===== config.mk =====
export PLATFORM = sky130hd
export DESIGN_NAME = tp_packetizer
export DESIGN_NICKNAME = d
export VERILOG_FILES = /design/src/rtl/tp_pkg.sv /design/src/rtl/tp_timebase.sv /design/src/rtl/tp_fifo.sv /design/src/rtl/tp_packetizer.sv
export SDC_FILE = /design/constraint.sdc
export NUM_CORES = 1
export LEC_CHECK = 0
export ABC_CLOCK_PERIOD_IN_PS = 16500
export BUFFER_PORTS_ARGS = -buffer_cell sky130_fd_sc_hd__buf_2
export CAP_MARGIN = 20
export CORE_MARGIN = 8
export CORE_UTILIZATION = 60
export CTS_BUF_LIST = sky130_fd_sc_hd__clkbuf_16
export DETAILED_ROUTE_END_ITERATION = 16
export PLACE_DENSITY = 0.78
export SKIP_CTS_REPAIR_TIMING = 1
export SYNTH_ARGS = -nofsm -noshare
export SYNTH_HDL_FRONTEND = slang
export SYNTH_SLANG_ARGS = --single-unit

===== constraint.sdc =====
create_clock -name clk -period 16.5 [get_ports clk]
set_clock_uncertainty 0.1 [all_clocks]
set_input_delay 0 -clock clk [delete_from_list [all_inputs] [get_ports clk]]
set_output_delay 0 -clock clk [all_outputs]
set_load 0.02 [all_outputs]

===== src/rtl/tp_pkg.sv =====
package tp_pkg;
    typedef enum logic [1:0] {
        S_IDLE = 2'd0,
        S_HEAD = 2'd1,
        S_BODY = 2'd2
    } pk_state_e;
endpackage


===== src/rtl/tp_timebase.sv =====
module tp_timebase #(
    parameter int TS_W      = 32,
    parameter int TICK_LOG2 = 8,
    localparam int WIN_W    = TS_W - TICK_LOG2
) (
    input  logic             clk,
    input  logic             rst_n,
    input  logic             sob,
    output logic             running,
    output logic [WIN_W-1:0] cur_win
);
    logic [TS_W-1:0] now_q;

    always_ff @(posedge clk) begin
        if (!rst_n) begin
            running <= 1'b0;
            now_q   <= '0;
        end else if (sob) begin
            running <= 1'b1;
            now_q   <= '0;
        end else if (running) begin
            now_q   <= now_q + 1'b1;
        end
    end

    assign cur_win = now_q[TS_W-1:TICK_LOG2];

    // the window index only ever holds or steps by one while running
    p_win_step_r2: assert property (@(posedge clk) disable iff (!rst_n)
        running && !sob |=> (cur_win == $past(cur_win)) || (cur_win == $past(cur_win) + 1'b1));
endmodule


===== src/rtl/tp_fifo.sv =====
module tp_fifo #(
    parameter int W     = 34,
    parameter int DEPTH = 16,
    localparam int AW   = $clog2(DEPTH)
) (
    input  logic         clk,
    input  logic         rst_n,
    input  logic         flush,
    input  logic         push,
    input  logic [W-1:0] wdata,
    input  logic         pop,
    output logic [W-1:0] rdata,
    output logic         full,
    output logic         empty
);
    logic [W-1:0]  mem [DEPTH];
    logic [AW-1:0] wp, rp;
    logic [AW:0]   cnt;

    always_ff @(posedge clk) begin
        if (push) mem[wp] <= wdata;
    end

    always_ff @(posedge clk) begin
        if (!rst_n || flush) begin
            wp  <= '0;
            rp  <= '0;
            cnt <= '0;
        end else begin
            if (push) wp <= wp + 1'b1;
            if (pop)  rp <= rp + 1'b1;
            case ({push, pop})
                2'b10:   cnt <= cnt + 1'b1;
                2'b01:   cnt <= cnt - 1'b1;
                default: cnt <= cnt;
            endcase
        end
    end

    assign full  = (cnt == (AW+1)'(DEPTH));
    assign empty = (cnt == '0);
    assign rdata = mem[rp];

    p_no_overflow_r13: assert property (@(posedge clk) disable iff (!rst_n)
        push && !flush |-> !full);
    p_no_underflow_r5: assert property (@(posedge clk) disable iff (!rst_n)
        pop && !flush |-> !empty);
endmodule


===== src/rtl/tp_packetizer.sv =====
module tp_packetizer #(
    parameter int TS_W       = 32,
    parameter int TICK_LOG2  = 8,
    parameter int LATE_WIN   = 1,
    parameter int MAX_PRIM   = 8,
    parameter int FIFO_DEPTH = 16,
    parameter int DROP_W     = 16,
    localparam int WIN_W     = TS_W - TICK_LOG2,
    localparam int HCNT_W    = 8,
    localparam int DATA_W    = TS_W + 2,
    localparam int PAD_W     = DATA_W - HCNT_W - WIN_W,
    localparam int SLOT_W    = $clog2(LATE_WIN + 2),
    localparam int NSLOT     = 1 << SLOT_W,
    localparam int CNT_W     = $clog2(MAX_PRIM + 1)
) (
    input  logic              clk,
    input  logic              rst_n,
    input  logic              sob,
    input  logic              prim_valid,
    output logic              prim_ready,
    input  logic [TS_W-1:0]   prim_ts,
    input  logic [1:0]        prim_cls,
    output logic              pkt_valid,
    input  logic              pkt_ready,
    output logic [DATA_W-1:0] pkt_data,
    output logic              pkt_last,
    output logic [DROP_W-1:0] drop_count
);
    import tp_pkg::*;

    pk_state_e state, nstate;

    logic              running;
    logic [WIN_W-1:0]  cur_win;
    logic [WIN_W-1:0]  next_emit;
    logic [WIN_W-1:0]  hdr_win;
    logic [CNT_W-1:0]  hdr_cnt;
    logic [CNT_W-1:0]  left;
    logic [CNT_W-1:0]  win_cnt [NSLOT];
    logic [WIN_W-1:0]  in_win;
    logic [SLOT_W-1:0] in_slot, emit_slot;
    logic              due, start_pkt, accept, is_stale, is_over, push, pop;
    logic              fifo_full, fifo_empty;
    logic [DATA_W-1:0] fifo_head;
    logic [DROP_W-1:0] drop_q;
    logic [TS_W-1:0]   last_push_ts;
    logic              have_push;

    tp_timebase #(.TS_W(TS_W), .TICK_LOG2(TICK_LOG2)) u_time (
        .clk     (clk),
        .rst_n   (rst_n),
        .sob     (sob),
        .running (running),
        .cur_win (cur_win)
    );

    tp_fifo #(.W(DATA_W), .DEPTH(FIFO_DEPTH)) u_buf (
        .clk   (clk),
        .rst_n (rst_n),
        .flush (sob),
        .push  (push),
        .wdata ({prim_cls, prim_ts}),
        .pop   (pop),
        .rdata (fifo_head),
        .full  (fifo_full),
        .empty (fifo_empty)
    );

    // window bookkeeping
    assign in_win    = prim_ts[TS_W-1:TICK_LOG2];
    assign in_slot   = in_win[SLOT_W-1:0];
    assign emit_slot = next_emit[SLOT_W-1:0];
    assign due       = running && (cur_win >= next_emit + WIN_W'(LATE_WIN + 1));
    assign start_pkt = (state == S_IDLE) && due;
    assign prim_ready = running && !fifo_full && !start_pkt;
    assign accept    = prim_valid && prim_ready;
    assign is_stale  = in_win < next_emit;
    assign is_over   = win_cnt[in_slot] == CNT_W'(MAX_PRIM);
    assign push      = accept && !is_stale && !is_over;
    assign pop       = (state == S_BODY) && pkt_ready;

    always_ff @(posedge clk) begin
        for (int s = 0; s < NSLOT; s++) begin
            if (!rst_n || sob)
                win_cnt[s] <= '0;
            else if (start_pkt && emit_slot == SLOT_W'(s))
                win_cnt[s] <= '0;
            else if (push && in_slot == SLOT_W'(s))
                win_cnt[s] <= win_cnt[s] + 1'b1;
        end
    end

    // state register
    always_ff @(posedge clk) begin
        if (!rst_n || sob) state <= S_IDLE;
        else               state <= nstate;
    end

    always_comb begin
        nstate = state;
        unique case (state)
            S_IDLE: if (due) nstate = S_HEAD;
            S_HEAD: if (pkt_ready) nstate = (hdr_cnt == '0) ? S_IDLE : S_BODY;
            S_BODY: if (pkt_ready && left == CNT_W'(1)) nstate = S_IDLE;
            default: nstate = S_IDLE;
        endcase
    end

    // packet datapath registers
    always_ff @(posedge clk) begin
        if (!rst_n || sob) begin
            next_emit <= '0;
            hdr_win   <= '0;
            hdr_cnt   <= '0;
            left      <= '0;
        end else begin
            if (start_pkt) begin
                hdr_win   <= next_emit;
                hdr_cnt   <= win_cnt[emit_slot];
                next_emit <= next_emit + 1'b1;
            end
            if (state == S_HEAD && pkt_ready) left <= hdr_cnt;
            else if (pop)                     left <= left - 1'b1;
        end
    end

    // outputs
    always_comb begin
        pkt_valid = 1'b0;
        pkt_last  = 1'b0;
        pkt_data  = '0;
        unique case (state)
            S_HEAD: begin
                pkt_valid = 1'b1;
                pkt_last  = (hdr_cnt == '0);
                pkt_data  = {{PAD_W{1'b0}}, HCNT_W'(hdr_cnt), hdr_win};
            end
            S_BODY: begin
                pkt_valid = 1'b1;
                pkt_last  = (left == CNT_W'(1));
                pkt_data  = fifo_head;
            end
            default: ;
        endcase
    end

    // sticky drop counter
    always_ff @(posedge clk) begin
        if (!rst_n)
            drop_q <= '0;
        else if (accept && (is_stale || is_over) && drop_q != {DROP_W{1'b1}})
            drop_q <= drop_q + 1'b1;
    end
    assign drop_count = drop_q;

    // input-order tracking for the ordering assumption
    always_ff @(posedge clk) begin
        if (!rst_n || sob) begin
            have_push    <= 1'b0;
            last_push_ts <= '0;
        end else if (push) begin
            have_push    <= 1'b1;
            last_push_ts <= prim_ts;
        end
    end

    p_idle_quiet_r1: assert property (@(posedge clk) disable iff (!rst_n)
        !running |-> !pkt_valid && !prim_ready);
    p_no_early_emit_r3: assert property (@(posedge clk) disable iff (!rst_n)
        (state == S_HEAD) && ($past(state) == S_IDLE) |-> cur_win > hdr_win + WIN_W'(LATE_WIN));
    p_push_order_r5: assert property (@(posedge clk) disable iff (!rst_n)
        push && have_push && !sob |-> prim_ts >= last_push_ts);
    p_body_in_window_r5: assert property (@(posedge clk) disable iff (!rst_n)
        state == S_BODY |-> fifo_head[TS_W-1:TICK_LOG2] == hdr_win);
    p_body_not_empty_r6: assert property (@(posedge clk) disable iff (!rst_n)
        state == S_BODY |-> !fifo_empty);
    p_cnt_bound_r9: assert property (@(posedge clk) disable iff (!rst_n)
        state == S_HEAD |-> hdr_cnt <= CNT_W'(MAX_PRIM));
    p_drop_monotone_r10: assert property (@(posedge clk) disable iff (!rst_n)
        rst_n |=> drop_count >= $past(drop_count));
    p_hold_r11: assert property (@(posedge clk) disable iff (!rst_n)
        pkt_valid && !pkt_ready && !sob |=> pkt_valid && $stable(pkt_data));
endmodule


# After elaboration in Yosys (flattened, before gate mapping)
# Memory sizes are Yosys's and may differ from the RTL's. A register that Yosys moved wholly into a read port is not among the register bits.
# Index checks and enable logic that the tools add are counted.
[classes]
bitwise_logic = 9
n_reduce_logical = 36
n_lt_le_gt_ge = 2
n_eq_ne = 17
n_addsub = 13
multipliers = 0
mux = 53
n_div = 0
n_shift = 0
[op_table]
columns = ["operator", "n"]
rows = [
  ["case mux 34 bit (2 select lines)", 1],
  ["2-to-1 mux 4 bit", 12],
  ["2-to-1 mux 1 bit", 33],
  ["adder 32 x 1 -> 32 bit (second input constant)", 1],
  ["adder 24 x 1 -> 24 bit (second input constant)", 1],
  ["adder 24 x 2 -> 24 bit (second input constant)", 1],
  ["adder 4 x 1 -> 4 bit (second input constant)", 6],
  ["greater-or-equal comparator 24 bit", 1],
  ["< comparator 24 bit", 1],
  ["logical AND 1 bit", 20],
  ["adder 16 x 1 -> 16 bit (second input constant)", 1],
  ["!= test 16 bit (second input constant)", 1],
  ["== test 2 bit (second input constant)", 6],
  ["case mux 5 bit (2 select lines)", 1],
  ["== test 2 x 1 -> 1 bit (second input constant)", 4],
  ["2-to-1 mux 2 bit", 4],
  ["OR 1 bit", 8],
  ["logical NOT 2 bit", 3],
  ["case mux 2 bit (3 select lines)", 1],
  ["adder 5 x 1 -> 5 bit (second input constant)", 1],
  ["== test 5 bit (second input constant)", 1],
  ["logical NOT 1 bit", 5],
  ["subtractor 5 x 1 -> 5 bit (second input constant)", 1],
  ["== test 4 x 1 -> 1 bit (second input constant)", 1],
  ["other kinds (11)", 15],
]
[word_totals]
word_cells = 142
mem_bits_ro = 0
mem_count = 2
ramBits = 560
latchBits = 0
reg_bits = 116
[mem_list]
columns = ["name", "depth", "width", "read_ports", "rd_clocked_by_memory_dff", "write_ports", "line", "text"]
rows = [
  ["u_buf.mem", 16, 34, 1, 1, 1, "tp_fifo.sv:16", "logic [W-1:0] mem [DEPTH];"],
  ["win_cnt", 4, 4, 6, 1, 4, "tp_packetizer.sv:39", "logic [CNT_W-1:0] win_cnt [NSLOT];"],
]

# Depth between registers and ports, before layout
# Gate-level depths: netlist of the first run.
[depth]
ltp_word = 15
mapped_depth = 25
mapped_depth_nobuf = 24

# Cells and area by module
# From an unflattened synthesis of the first run, not the netlist that was laid out.
[hier_totals]
cells_unflattened = 1914
hier_area_um2 = 29275.6
[by_module_without_submodules]
columns = ["module", "cells_per_inst", "n_inst", "area_per_inst_um2"]
rows = [
  ["tp_fifo", 947, 1, 21287.9],
  ["tp_packetizer", 765, 1, 6238.5],
  ["tp_timebase", 202, 1, 1749.2],
]

# Least setup slack after synthesis of the first run
# OpenSTA, ideal clock, no wires.
[synth_timing]
path_type = "reg2reg"
startpoint = "register next_emit[2]"
endpoint = "memory u_buf.mem[3][0] (enable)"
arrival_time_ns = 5.671
n_path_buf = 0
setup_time_ns = 0.468
path_stages_with_launch = 17
slack_ns = 10.261
period_less_slack_ns = 6.239
cell_sequence = "dfxtp_1 -> ha_1 -> nand3_2 -> nor4_2 -> nand2_1 -> nor2_1 -> nand2_1 -> nor2_1 -> xnor2_1 -> ha_1 -> a21o_1 -> a21o_1 -> a221o_1 -> a2111oi_4 -> or2_2 -> nand3_1 -> nor3_1"
[synth_via]
elab_chain_len = 11
elab_cells_between_ends = 13
cone_classes = "add/sub: 1; order compare: 2; mux: 2; reduce/logical: 8"
[synth_rtl]
columns = ["element", "line", "text"]
rows = [
  ["start, declared", "tp_packetizer.sv:35", "logic [WIN_W-1:0] next_emit;"],
  ["start signal, assigned", "tp_packetizer.sv:120", "next_emit <= next_emit + 1'b1;"],
  ["adder 24 x 2 -> 24 bit", "tp_packetizer.sv:73", "assign due = running && (cur_win >= next_emit + WIN_W'(LATE_WIN + 1));"],
  ["greater-or-equal comparator 24 bit", "tp_packetizer.sv:73", ""],
  ["logical AND 1 bit", "tp_packetizer.sv:73", ""],
  ["logical AND 1 bit", "tp_packetizer.sv:74", "assign start_pkt = (state == S_IDLE) && due;"],
  ["logical NOT 1 bit", "tp_packetizer.sv:75", "assign prim_ready = running && !fifo_full && !start_pkt;"],
  ["logical AND 1 bit", "tp_packetizer.sv:75", ""],
  ["logical AND 1 bit", "tp_packetizer.sv:76", "assign accept = prim_valid && prim_ready;"],
  ["logical AND 1 bit * (2 in series)", "tp_packetizer.sv:79", "assign push = accept && !is_stale && !is_over;"],
  ["2-to-1 mux 1 bit *", "tp_fifo.sv:21", "if (push) mem[wp] <= wdata;"],
  ["2-to-1 mux 1 bit (not written as such) *", "tp_fifo.sv:21", ""],
  ["end, declared", "tp_fifo.sv:16", ""],
]
# Every way passes the cells marked *; elsewhere a longest branch is shown, timed or not.

# Final worst setup path of the first run
[layout_timing]
startpoint = "register next_emit[1]"
endpoint = "register u_buf.cnt[4]"
[layout_via]
elab_chain_len = 11
elab_cells_between_ends = 15
cone_classes = "add/sub: 1; order compare: 2; eq/ne: 2; mux: 1; reduce/logical: 9"
[layout_rtl]
columns = ["element", "line", "text"]
rows = [
  ["adder 24 x 2 -> 24 bit", "tp_packetizer.sv:73", ""],
  ["greater-or-equal comparator 24 bit", "tp_packetizer.sv:73", ""],
  ["logical AND 1 bit", "tp_packetizer.sv:73", ""],
  ["logical AND 1 bit", "tp_packetizer.sv:74", ""],
  ["logical NOT 1 bit", "tp_packetizer.sv:75", ""],
  ["logical AND 1 bit", "tp_packetizer.sv:75", ""],
  ["logical AND 1 bit", "tp_packetizer.sv:76", ""],
  ["logical AND 1 bit * (2 in series)", "tp_packetizer.sv:79", ""],
  ["== test 2 x 1 -> 1 bit / == test 2 bit (equally long branches)", "tp_fifo.sv:32", "case ({push, pop})"],
  ["case mux 5 bit (2 select lines) / nonzero test 2 bit (equally long branches)", "-", ""],
  ["end signal, assigned", "tp_fifo.sv:33", "2'b10: cnt <= cnt + 1'b1;"],
  ["end signal, assigned", "tp_fifo.sv:34", "2'b01: cnt <= cnt - 1'b1;"],
  ["end signal, assigned", "tp_fifo.sv:35", "default: cnt <= cnt;"],
  ["end, declared", "tp_fifo.sv:18", "logic [AW:0] cnt;"],
]
# Marks and branches as above.
# A chain may end at the register's enable or synchronous reset.

==> results.json, run 1 <==
{
  "drv_slew": 0,
  "rsz0062_at_grt": "false",
  "ys_async_sr_fraction": 0,
  "fmax_mhz": 161,
  "grt.overflow.total": 0,
  "min_period_ns": 6.22,
  "firstDrtPassIters": 5,
  "arrival_ns": 6.64,
  "syn_nets": 1842,
  "grt_pass1_vias": 16791,
  "p_per_area_nw_per_um2": 107,
  "synth_area_leader_cell": "edfxtp_1",
  "antenna_found_initial": 3,
  "cap_violations": 0,
  "setup_viol": 0,
  "cts_buffers": 69,
  "tightest_slew_ns": 1.16,
  "critical_path_required_ns": 16.92,
  "synth_enable_flop_cells": 560,
  "synth_area_um2": 29000,
  "hp-start": "pkt_ready",
  "layout.cells.non_filler": 2537,
  "htreeDepth": 3,
  "drc": 0,
  "multiInputGateArea_um2": 9170,
  "place_congestion": 0.852,
  "nNetsFinal": 1975,
  "row_count": 80,
  "slew_headroom": 0.228,
  "ys_seq_area_frac": 0.665,
  "grt_start_max_net_pins": 74,
  "fin_tns_setup_ns": 0,
  "synth_warnings": 0,
  "critPathMaxFanout": 21,
  "ir_drop_v": 0.000105,
  "end_kind": "flop",
  "grt_usage": 0.251,
  "cts_root_buf": "clkbuf_16",
  "worstReg2RegStart": "next_emit[1]",
  "clock_path_buffers": 3,
  "routed_wl_um": 70700,
  "synthFlopType": "edfxtp_1",
  "crit_type": "reg -> reg",
  "io_pins": 92,
  "clkLatencyLatePin_ns": 0.61,
  "ys_types": 73,
  "avgSynthCellArea_um2": 16.8,
  "ys_ff_latch": 684,
  "dp_hpwl_um": 38900,
  "worstSetupStartpointType": "flop",
  "fill_cells": 3031,
  "die_h_um": 236,
  "vias": 16842,
  "cts_tree": "yes",
  "numPlacedInstances": 2362,
  "hold_end": "left[2]",
  "r2r_cells": 23,
  "ant_nets": 0,
  "drt_iter0_drc": 1882,
  "via_per_inst": 6.64,
  "start_util": 0.608,
  "path_cells": "ha_1 > nand3_2 > nor4_2 > nand2_1 > nor2_1 > nand2_1 > nor2_1 > xnor2_1 > ha_1 > a21o_1 > a21o_1 > a221o_1 > a2111oi_4 > nor2_2 > nor2_4 > inv_2 > ha_1 > fa_1 > a21o_1 > a21oi_1 > xor2_1 > or3_1 > a21oi_1",
  "fin_crit_sh": 0.377,
  "status": "finished clean",
  "ys_top_cells_by_area": "edfxtp_1, mux4_2, dfxtp_1, ha_1, mux2i_1",
  "critPathSlowestCell": "dfxtp_1",
  "grt_pass1_wl_um": 105000,
  "r2r_end": "u_buf.cnt[4]",
  "hold_depth": 3,
  "fp.dieW_um": 236,
  "hp-class": "in -> reg",
  "wl_per_cell_um": 27.9,
  "coreArea_um2": 47700,
  "hold_viol": 0,
  "netlist_instances": 1730,
  "die_area_um2": 55700,
  "critPathMaxStageDelay_ns": 0.59,
  "synthToLayoutAreaGrowth_pct": 13.1,
  "r2r_slack_ns": 10.28,
  "clkTransAtPathRegs_ns": 0.06,
  "port_buffers": 91,
  "p_leak_nw": 10.8,
  "yosysTopAreaCellShare": 0.579,
  "register_area_um2": 19300,
  "clock_sinks": 684,
  "drive_above_1_share": 0.223
}
cells in the final DEF, fill, tap and decap left out, types with 28 or more instances in the layout:
cell type / synthesis / final
xnor2_1: 41 / 41
buf_2: 21 / 91
dfxtp_1: 124 / 120
clkbuf_16: 0 / 72
mux4_2: 174 / 174
a21oi_1: 47 / 47
nand3_1: 28 / 28
mux2i_1: 43 / 43
nor2_1: 96 / 96
inv_1: 47 / 62
nand2_1: 73 / 73
edfxtp_1: 560 / 560
o21ai_0: 30 / 30
a32o_1: 29 / 29
dlygate4sd3_1: 0 / 38
ha_1: 72 / 72
stage by stage:
| step | setup slack (ns) | utilization | area [um^2] | power [mW] | hold slack, ns |
|---|---|---|---|---|---|
| 5_1_grt | 9.82 | 0.687 | 32800 | 3.60 | 0.173 |
| 4_1_cts | 9.92 | 0.676 | 32300 | 3.51 | -0.477 |
| 3_5_place_dp | 9.94 | 0.629 | 30000 | 1.98 | 0.158 |
| 6_report | 10.28 | 0.687 | 32800 | 3.51 | 0.160 |
| 3_3_place_gp | 10.27 | 0.629 | 30000 | 1.97 | 0.125 |
| 2_1_floorplan | 10.26 | - | 29000 | 1.94 | -0.00113 |
sequential cells by signal (all words and copies together), names as in the netlist, named ones only:
register / flops
drop_count: 16
hdr_cnt: 4
hdr_win: 24
left: 4
next_emit: 24
state: 2
u_buf.cnt: 5
u_buf.mem: 544
u_buf.rp: 4
u_buf.wp: 4
u_time.now_q: 32
u_time.running: 1
win_cnt: 16
synth_stat cells, types with 3 or more instances:
| library cell | number |
|---|---|
| xor2_1 | 24 |
| and4_1 | 9 |
| nand4_1 | 21 |
| buf_6 | 3 |
| o211ai_1 | 5 |
| o41ai_1 | 11 |
| buf_1 | 8 |
| nor2b_1 | 12 |
| or3_1 | 14 |
| a21o_1 | 11 |
| o311ai_1 | 3 |
| nand2_1 | 73 |
| mux2i_1 | 43 |
| a21oi_1 | 47 |
| or4_1 | 11 |
| o31ai_1 | 7 |
| buf_4 | 8 |
| a32o_1 | 29 |
| and2_1 | 4 |
| o21a_1 | 5 |
| o22ai_1 | 3 |
| inv_1 | 47 |
| nand3_1 | 28 |
| o311ai_0 | 9 |
| edfxtp_1 | 560 |
| mux4_2 | 174 |
| o21ai_0 | 30 |
| buf_2 | 21 |
| xnor2_1 | 41 |
| nor3_2 | 3 |
| dfxtp_1 | 124 |
| ha_1 | 72 |
| clkbuf_1 | 52 |
| nor4_1 | 18 |
| nor2_1 | 96 |
| and3_1 | 23 |
| nor3_1 | 15 |
| nand2b_1 | 23 |
worst max-delay path, delay by kind of cell (launching register included):
family | cells | cell delay, ns
simple gates | 9 | 2.07
compound gates | 7 | 1.51
fa+ha+maj | 4 | 1.35
flops | 1 | 0.59
xor+xnor | 2 | 0.24
buf+inv | 1 | 0.24
where the power goes:
group	switching (mW)	internal, mW
sequential	0.00494	1.87
combinational	0.0535	0.0244
clock	0.673	0.884
logic make-up after synthesis:
group / after synthesis / share of synthesized area
flip-flops: 684 / 0.665
AND/OR/NAND/NOR: 366 / 0.0666
multiplexers: 217 / 0.150
AO/OA/AOI/OAI: 184 / 0.0464
buffers and inverters: 141 / 0.0210
adder cells (fa/ha/maj): 73 / 0.0317
XOR/XNOR: 65 / 0.0196
routing by layer:
| metal | GRT usage | up-vias | share of wire |
|---|---|---|---|
| li1 | - | 7169 | - |
| met1 | 0.333 | 8718 | 0.39 |
| met2 | 0.420 | 824 | 0.50 |
| met3 | 0.0513 | 129 | 0.080 |
| met4 | 0.0733 | 2 | 0.026 |
| met5 | 0 | - | 0.00024 |
how the worst max path moves through the flow:
stage                      start  cells past startpoint         endpoint  slack [ns]
global route        next_emit[1]                     23     u_buf.cnt[4]        9.82
floorplan           next_emit[2]                     16  u_buf.mem[3][0]       10.26
global placement    next_emit[1]                     23     u_buf.cnt[4]       10.27
finish              next_emit[1]                     23     u_buf.cnt[4]       10.28
detailed placement  next_emit[1]                     23     u_buf.cnt[4]        9.94
CTS                 next_emit[1]                     23     u_buf.cnt[4]        9.92
layout make-up:
| type | instances | share of cell area |
|---|---|---|
| sequential | 684 | 0.588 |
| multi-input combinational | 905 | 0.279 |
| clock buffer | 71 | 0.0541 |
| timing repair buffer | 155 | 0.0344 |
| tap | 615 | 0.0234 |
| clock inverter | 57 | 0.0145 |
| inverter | 48 | 0.00549 |
| antenna | 2 | 0.000153 |
No activity file was read; power rests on OpenSTA's default activity.
==> run 2, diff against run 1 <==
Settings changed: ABC_CLOCK_PERIOD_IN_PS 16500 to 6300.
Clock period 16.5 ns to 6.3 ns, I/O delays scaled along.
==> results.json, run 2 (synthesis gave the netlist of run 1 again) <==
{
  "status": "finished clean",
  "cap_violations": 0,
  "hold_depth": 3,
  "path_cells": "ha_1 > nand3_2 > nor4_4 > nand2_1 > nor2_1 > nand2_1 > nor2_1 > xnor2_1 > ha_1 > a21o_1 > a21o_1 > a221o_1 > a2111oi_4 > nor2_2 > nor2_4 > inv_2 > ha_1 > fa_1 > a21o_1 > a21oi_1 > xor2_1 > or3_1 > a21oi_1",
  "fmax_mhz": 171,
  "nNetsFinal": 1987,
  "critPathSlowestCell": "dfxtp_1",
  "fin_crit_sh": 0.929,
  "cp_top_family": "simple AND/OR/NAND/NOR gates",
  "drt_iter0_drc": 1753,
  "io_pins": 92,
  "setup_viol": 0,
  "coreArea_um2": 47700,
  "cts_buffers": 69,
  "use_met1": 0.336,
  "critPathMaxFanout": 21,
  "utilization": 0.691,
  "clkLatencyLatePin_ns": 0.60,
  "grt_pass1_wl_um": 104000,
  "clock_power_share": 0.453,
  "internal-power_mw": 7.48,
  "grt_use_met2": 0.405,
  "tightest_slew_ns": 1.02,
  "largest_register_ffs": 544,
  "synthToLayoutAreaGrowth_pct": 13.7,
  "clkTransAtPathRegs_ns": 0.07,
  "die_area_um2": 55700,
  "ant_nets": 0,
  "place_area_um2": 30200,
  "cts_tree": "yes",
  "hp-class": "in -> reg",
  "dp_slack_ns": 0.479,
  "row_count": 80,
  "register_area_um2": 19300,
  "r2r_cells": 23,
  "htreeDepth": 3,
  "critPathMaxStageDelay_ns": 0.44,
  "via_per_inst": 6.60,
  "port_buffers": 91,
  "dp_hpwl_um": 41100,
  "clock_sinks": 684,
  "die_h_um": 236,
  "end_kind": "flop",
  "post-route-cell-area_um2": 33000,
  "wl_per_cell_um": 27.7,
  "multiInputGateArea_um2": 9180,
  "slew_headroom": 0.317,
  "grt.overflow.total": 0,
  "reg.largest.list": "u_buf.mem (544), u_time.now_q (32)",
  "cts_root_buf": "clkbuf_16",
  "critical_path_buf_inv_count": 1,
  "setup_slack_ns": 0.449,
  "drv_slew": 0,
  "regMostFlops": "u_buf.mem",
  "r2r_end": "u_buf.cnt[4]",
  "combinationalPowerShare": 0.022,
  "hold_end": "left[2]",
  "routed_wl_um": 70400,
  "arrival_ns": 6.28,
  "fp.dieW_um": 236,
  "p_leak_nw": 10.9,
  "vias": 16814,
  "switching_share": 0.200,
  "worstReg2RegStart": "next_emit[2]",
  "grt_busiest_layer": "met2",
  "worstSetupStartpointType": "flop",
  "fin_tns_setup_ns": 0,
  "firstDrtPassIters": 5,
  "layout_commonest_cell": "edfxtp_1",
  "r2r_slack_ns": 0.45,
  "antenna_found_initial": 3,
  "ir_drop_v": 0.000370,
  "grt_usage": 0.249,
  "power_frac_seq": 0.525,
  "grt_util_met3": 0.0483,
  "min_period_ns": 5.85,
  "crit_type": "reg -> reg",
  "hp-start": "pkt_ready",
  "grt_start_max_net_pins": 78,
  "p_per_area_nw_per_um2": 283,
  "drc": 0,
  "final_cell_mix": "edfxtp_1, mux4_2, dfxtp_1",
  "drive_above_1_share": 0.232,
  "place_congestion": 0.882,
  "clock_path_buffers": 3,
  "start_util": 0.608,
  "power.switching_mw": 1.87,
  "hold_viol": 0,
  "grt_pass1_vias": 16699,
  "critical_path_required_ns": 6.73,
  "rsz0062_at_grt": "false",
  "fill_cells": 2969
}
==> run 2: cell types whose count changed in the layout (fill, tap and decap cells not counted), sizes merged <==
cell | before | now
buf | 116 | 129
clkinv | 29 | 20
inv | 66 | 63
clkbuf | 72 | 75
diode | 2 | 5
bufinv | 6 | 9
==> run 2: worst min-delay path, stage by stage <==
cell and delay (ns):
dlygate4sd3_1 0.53, buf_2 0.20, a21oi_1 0.09
==> run 2: per-layer routing <==
layer	share of wire	up-vias
met5	0	-
met4	0.032	0
met3	0.086	153
met2	0.49	871
met1	0.40	8580
li1	-	7210
==> run 2: how the worst max path moves through the flow <==
stage                       startpoint              end  slack, ns  cells past startpoint
final                     next_emit[2]     u_buf.cnt[4]       0.45                     23
after floorplan           next_emit[2]  u_buf.mem[3][0]       0.06                     16
after detailed placement  next_emit[2]     u_buf.cnt[4]       0.48                     23
after CTS                 next_emit[2]     u_buf.cnt[4]       0.42                     23
after global placement    next_emit[2]     u_buf.cnt[4]       0.61                     23
after global routing      next_emit[2]     u_buf.cnt[4]       0.03                     22
==> run 2: power by group through the flow <==
stage          registers [mW]  logic [mW]  clock network (mW)
3_3_place_gp             5.00       0.173                   0
3_5_place_dp             5.00       0.182                   0
6_report                 4.91       0.206                4.23
5_1_grt                  4.91       0.221                4.42
4_1_cts                  4.91       0.184                4.26
2_1_floorplan            5.00      0.0857                   0
==> run 2: area by class of cell <==
| type | instances | area share |
|---|---|---|
| tap | 615 | 0.0233 |
| inverter | 48 | 0.00546 |
| antenna | 5 | 0.000379 |
| sequential | 684 | 0.585 |
| multi-input combinational | 905 | 0.278 |
| clock inverter | 48 | 0.0143 |
| clock buffer | 75 | 0.0569 |
| timing repair buffer | 167 | 0.0365 |
==> run 2: through the flow <==
| step | total power [mW] | instances | hold WS [ns] |
|---|---|---|---|
| finish | 9.34 | 2547 | 0.170 |
| global route | 9.55 | 2544 | 0.207 |
| CTS | 9.35 | 2503 | -0.492 |
| detailed placement | 5.19 | 2380 | 0.138 |
| global placement | 5.18 | 2380 | 0.129 |
| floorplan | 5.09 | 1730 | -0.00113 |
